<file path="config.mk">
export PLATFORM = sky130hd
export DESIGN_NAME = pal_pattern_gen
export DESIGN_NICKNAME = d
export VERILOG_FILES = /design/src/rtl/pal_pattern_gen.sv
export SDC_FILE = /design/constraint.sdc
export NUM_CORES = 1
export LEC_CHECK = 0
export BUFFER_PORTS_ARGS = -buffer_cell sky130_fd_sc_hd__buf_2
export CELL_PAD_IN_SITES_DETAIL_PLACEMENT = 1
export CELL_PAD_IN_SITES_GLOBAL_PLACEMENT = 1
export CORE_MARGIN = 1
export CORE_UTILIZATION = 49
export DETAILED_ROUTE_END_ITERATION = 6
export GPL_ROUTABILITY_DRIVEN = 0
export HOLD_SLACK_MARGIN = 0.06
export PLACE_DENSITY_LB_ADDON = 0.05
export SLEW_MARGIN = 20
export SYNTH_ARGS = -nofsm -noshare
export SYNTH_HDL_FRONTEND = slang
export SYNTH_SLANG_ARGS = --single-unit
</file>
<file path="constraint.sdc">
create_clock -name clk -period 10.77 [get_ports clk]
set_input_delay 1.6155 -clock clk [delete_from_list [all_inputs] [get_ports clk]]
set_output_delay 1.6155 -clock clk [all_outputs]
set_load 0.02 [all_outputs]
</file>
<file path="src/rtl/pal_pattern_gen.sv">
module pal_pattern_gen #(
  parameter int FP_LEN    = 120,
  parameter int SYNC_LEN  = 376,
  parameter int BRZ_LEN   = 48,
  parameter int BURST_LEN = 200,
  parameter int BACK_LEN  = 128,
  parameter int LINE_LEN  = 5120,
  parameter int ACT_LINES = 206,
  parameter int BOT_LINES = 50,
  parameter int VS_LINES  = 5,
  parameter int TOP_LINES = 50,
  parameter logic [7:0] CODE_SYNC  = 8'hF0,
  parameter logic [7:0] CODE_BLACK = 8'hF6,
  parameter logic [7:0] CODE_BURST = 8'h06,
  localparam int MAXL_A = (ACT_LINES > BOT_LINES) ? ACT_LINES : BOT_LINES,
  localparam int MAXL_B = (VS_LINES > TOP_LINES) ? VS_LINES : TOP_LINES,
  localparam int MAXL   = (MAXL_A > MAXL_B) ? MAXL_A : MAXL_B,
  localparam int LW     = $clog2(MAXL + 1),
  localparam int HW     = $clog2(LINE_LEN)
) (
  input  logic          clk,
  input  logic          rst,
  input  logic [LW-1:0] rect_line_lo,
  input  logic [LW-1:0] rect_line_hi,
  input  logic [HW-1:0] rect_col_start,
  input  logic [HW-1:0] rect_col_width,
  input  logic [7:0]    rect_code,
  output logic [7:0]    video_o,
  output logic          hsync_o,
  output logic          vsync_o,
  output logic          active_o
);
  localparam int SYNC_AT  = FP_LEN;
  localparam int BRZ_AT   = SYNC_AT + SYNC_LEN;
  localparam int BURST_AT = BRZ_AT + BRZ_LEN;
  localparam int BACK_AT  = BURST_AT + BURST_LEN;
  localparam int PIX_AT   = BACK_AT + BACK_LEN;

  typedef enum logic [1:0] {RG_ACT, RG_BOT, RG_VS, RG_TOP} region_t;

  region_t       region;
  logic [HW-1:0] hpos;
  logic [LW-1:0] lines_left;
  logic [LW-1:0] c_lo, c_hi;
  logic [HW-1:0] c_start, c_width;
  logic [7:0]    c_code;

  wire line_end   = hpos == HW'(LINE_LEN - 1);
  wire region_end = line_end && lines_left == LW'(1);
  wire frame_end  = region_end && region == RG_TOP;

  function automatic logic [LW-1:0] region_lines(region_t r);
    case (r)
      RG_ACT:  return LW'(ACT_LINES);
      RG_BOT:  return LW'(BOT_LINES);
      RG_VS:   return LW'(VS_LINES);
      default: return LW'(TOP_LINES);
    endcase
  endfunction

  always_ff @(posedge clk) begin
    if (rst) begin
      hpos       <= '0;
      region     <= RG_ACT;
      lines_left <= LW'(ACT_LINES);
    end else begin
      hpos <= line_end ? '0 : hpos + HW'(1);
      if (region_end) begin
        region     <= region_t'(region + 2'd1);
        lines_left <= region_lines(region_t'(region + 2'd1));
      end else if (line_end) begin
        lines_left <= lines_left - LW'(1);
      end
    end
  end

  always_ff @(posedge clk) begin
    if (rst || frame_end) begin
      c_lo    <= rect_line_lo;
      c_hi    <= rect_line_hi;
      c_start <= rect_col_start;
      c_width <= rect_col_width;
      c_code  <= rect_code;
    end
  end

  wire in_sync  = hpos >= HW'(SYNC_AT)  && hpos < HW'(BRZ_AT);
  wire in_burst = hpos >= HW'(BURST_AT) && hpos < HW'(BACK_AT);
  wire in_pix   = hpos >= HW'(PIX_AT);

  wire [HW:0] pix_pos = {1'b0, hpos} - (HW+1)'(PIX_AT);
  wire [HW:0] col_end = {1'b0, c_start} + {1'b0, c_width};
  wire on_line = region == RG_ACT && lines_left >= c_lo && lines_left <= c_hi;
  wire in_rect = on_line && in_pix && pix_pos >= {1'b0, c_start} && pix_pos < col_end;

  always_comb begin
    if (region == RG_VS)  video_o = CODE_SYNC;
    else if (in_sync)     video_o = CODE_SYNC;
    else if (in_burst)    video_o = CODE_BURST;
    else if (in_rect)     video_o = c_code;
    else                  video_o = CODE_BLACK;
  end

  assign vsync_o  = region == RG_VS;
  assign hsync_o  = region != RG_VS && in_sync;
  assign active_o = region == RG_ACT && in_pix;
endmodule

</file>
==> results.py <==
metrics = {
    "run_status": {
        "status": "completed",
    },
    "critical_path": {
        "critPathMaxFanout": 6,
        "crit_path_end_kind": "primary output",
        "critPathRequiredTime_ns": 9.15,
        "worstPathArrival_ns": 4.20,
        "path_class": "reg2out",
        "start_kind": "register",
    },
    "global_route": {
        "grt_overflow": 0,
        "grt_usage_pct": 22.6,
        "grt_pass1_vias": 3694,
        "grt_max_degree": 51,
        "antenna_found_initial": 0,
        "grt_pass1_wl_um": 17600,
    },
    "logic_synthesis": {
        "synthSimpleGateAreaFrac_pct": 14.3,
        "ys_ff_latch": 73,
        "synthCells": 458,
        "synth_top_area_share_pct": 32.0,
        "synth_area_mm2": 0.00470,
        "synth_top_family_by_area": "adder cells",
        "synth.area.top_cells": "edfxtp_1, ha_1, dfxtp_1, inv_1, a21oi_1",
        "synth_ff_type": "edfxtp_1",
        "synth-warning-count": 0,
        "synthAdderAreaFrac_pct": 18.5,
        "yosysSeqAreaShare_pct": 41.8,
        "synth_mux_area_share_pct": 0,
        "synth.distinct_cells": 59,
        "synth_xor_area_share_pct": 5.59,
        "syn_avg_cell_area_um2": 10.3,
        "synth_edf_count": 50,
        "yosysTopAreaCell": "edfxtp_1",
        "async_reset_ff_share_pct": 0,
        "synth_compound_area_share_pct": 14.3,
        "synth_nets": 579,
    },
    "drt": {
        "wirelength_um": 10300,
        "drc_errors": 0,
        "antenna_left": 0,
        "dr.pass1.iters": 4,
        "num_vias": 3583,
        "wl_per_cell_um": 15.7,
        "vias_per_cell": 5.48,
        "dr.first_iter.drc_count": 155,
    },
    "place": {
        "dp_cells": 638,
        "portBuffers": 62,
        "dp_hpwl_um": 8050,
    },
    "die": {
        "die_w_um": 99.9,
        "rows": 35,
        "dieArea_mm2": 0.00998,
        "die_h_um": 99.9,
        "pin_count": 63,
        "initial_core_util_pct": 50.6,
        "core_mm2": 0.00928,
    },
    "sta": {
        "hold_viol": 0,
        "final_max_slew_viol_count": 0,
        "fin_crit_sh_pct": 54.0,
        "post-route-min-period_ns": 5.82,
        "tns_ns": 0,
        "rsz0062_at_grt": "false",
        "fin_skew_ns": 0.00759,
        "tightestPinTransition_ns": 0.874,
        "relSlewSlack_pct": 41.5,
        "fmax_mhz": 172,
        "setup_violations": 0,
    },
    "hold_path": {
        "hold_path_class": "reg2reg",
    },
    "layout": {
        "drive_above_1_share_pct": 17.5,
        "n_antenna_cell": 0,
        "fin_nets": 641,
        "stdcell_count": 654,
        "area_growth_pct": 12.4,
        "n_fill_cell": 1086,
    },
    "clock_tree": {
        "htreeDepth": 3,
        "clockRootBuffer": "clkbuf_8",
        "postCtsResizedCells": 0,
        "clk_latency_ns": 0.35,
        "clk_pin_slew_worst_paths_ns": 0.08,
        "post-cts-setup-buffer-count": 0,
        "cts_max_path_buffers": 2,
        "cts_tree": "done",
        "cts_hold_buf": 0,
        "cts_inserted_buffers": 9,
        "clock_sinks": 73,
    },
    "job": {
        "max_cap_violations": 0,
    },
    "power": {
        "irDropWorstVdd_v": 0.0000928,
        "powerDensity_mw_per_mm2": 114,
        "leakage_nw": 2.24,
    },
}
[cell usage in the layout, fill, tap and decap left out, types with 7 or more instances in the layout]
| master | n |
|---|---|
| nand3_1 | 17 |
| nor2_1 | 35 |
| clkbuf_8 | 9 |
| inv_1 | 51 |
| dfxtp_1 | 23 |
| nand4_1 | 9 |
| xnor2_1 | 17 |
| nor3_1 | 11 |
| buf_2 | 62 |
| nand2_1 | 18 |
| xor2_1 | 13 |
| nor2b_1 | 7 |
| a21oi_1 | 31 |
| o21ai_0 | 17 |
| ha_1 | 68 |
| a21o_1 | 9 |
| edfxtp_1 | 50 |
[Yosys cell counts (3+ instances only)]
cell and count:
a21o_1 9, a21oi_1 31, a221o_1 4, a31oi_1 5, a41oi_1 5, buf_2 5, clkbuf_1 3, dfxtp_1 23
edfxtp_1 50, ha_1 68, inv_1 51, nand2_1 19, nand2b_1 4, nand3_1 17, nand4_1 9, nor2_1 35
nor2b_1 7, nor3_1 11, o211ai_1 3, o21a_1 4, o21ai_0 17, or2_2 4, or3_1 3, xnor2_1 17
xor2_1 13
[final cells by class]
| cell class | count | area, µm² | share of cell area (%) |
|---|---|---|---|
| Inverter | 51 | 191 | 3.62 |
| Clock inverter | 6 | 43.8 | 0.829 |
| Sequential cell | 73 | 1960 | 37.1 |
| Timing Repair Buffer | 62 | 310 | 5.88 |
| Multi-Input combinational cell | 323 | 2480 | 47.1 |
| Clock buffer | 10 | 128 | 2.42 |
| Tap cell | 129 | 161 | 3.06 |
[where the power goes]
part	switching [mW]	internal, mW	leakage (nW)
Combinational	0.0490	0.0398	1.48
Sequential	0.00601	0.312	0.675
Clock	0.110	0.0840	0.0765
[critical path, cell delays in order (launching register included)]
cell,delay (ns)
edfxtp_1,0.41
ha_1,0.26
fa_1,0.43
nand3_1,0.11
a31oi_1,0.15
a311oi_1,0.45
o41ai_1,0.14
a21oi_1,0.20
xor2_1,0.21
ha_1,0.27
nor2b_1,0.13
o21ai_0,0.23
o2111a_1,0.25
and3_1,0.29
a41oi_1,0.14
buf_2,0.19
[worst paths after layout]
| path | start | endpoint | slack [ns] | depth (start not counted) |
|---|---|---|---|---|
| setup reg to reg | hpos[7] | c_width[5] | 7.67 | 5 |
| hold / removal | hpos[0] | hpos[0] | 0.52 | 1 |
| hold reg to reg | hpos[0] | hpos[0] | 0.52 | 1 |
| setup / recovery | c_start[0] | video_o[5] | 4.95 | 15 |
[metal layers]
layer / GRT usage, % / wire length [µm] / up-vias
li1: - / - / 1778
met3: 4.67 / 311 / 16
met4: 7.47 / 180 / 0
met1: 28.7 / 4810 / 1728
met2: 38.5 / 4980 / 61
met5: 0 / 0 / -
[sequential cells by signal, indices dropped and copies added, names as in the netlist]
register / count
c_code: 8
c_hi: 8
c_lo: 8
c_start: 13
c_width: 13
hpos: 13
lines_left: 8
region: 2
[kinds of logic (layout without fill, tap and decap cells)]
family,after synthesis,after routing
AND/OR/NAND/NOR,125,125
AO/OA/AOI/OAI,99,99
flip-flops,73,73
adder cells (fa/ha/maj),69,69
buffers and inverters,62,129
XOR/XNOR,30,30
[per-stage QoR]
| stage | worst slack [ns] | util (%) | hold slack [ns] | power (mW) | area (µm²) |
|---|---|---|---|---|---|
| floorplan | 5.82 | - | 0.458 | 0.384 | 4700 |
| global placement | 5.52 | 55.0 | 0.504 | 0.408 | 5100 |
| detailed placement | 5.35 | 55.0 | 0.507 | 0.414 | 5100 |
| CTS | 4.95 | 56.8 | 0.525 | 0.610 | 5280 |
| global route | 4.59 | 56.9 | 0.579 | 0.632 | 5280 |
| finish | 4.95 | 56.9 | 0.522 | 0.601 | 5280 |
Power figures use the tool's default switching activity.
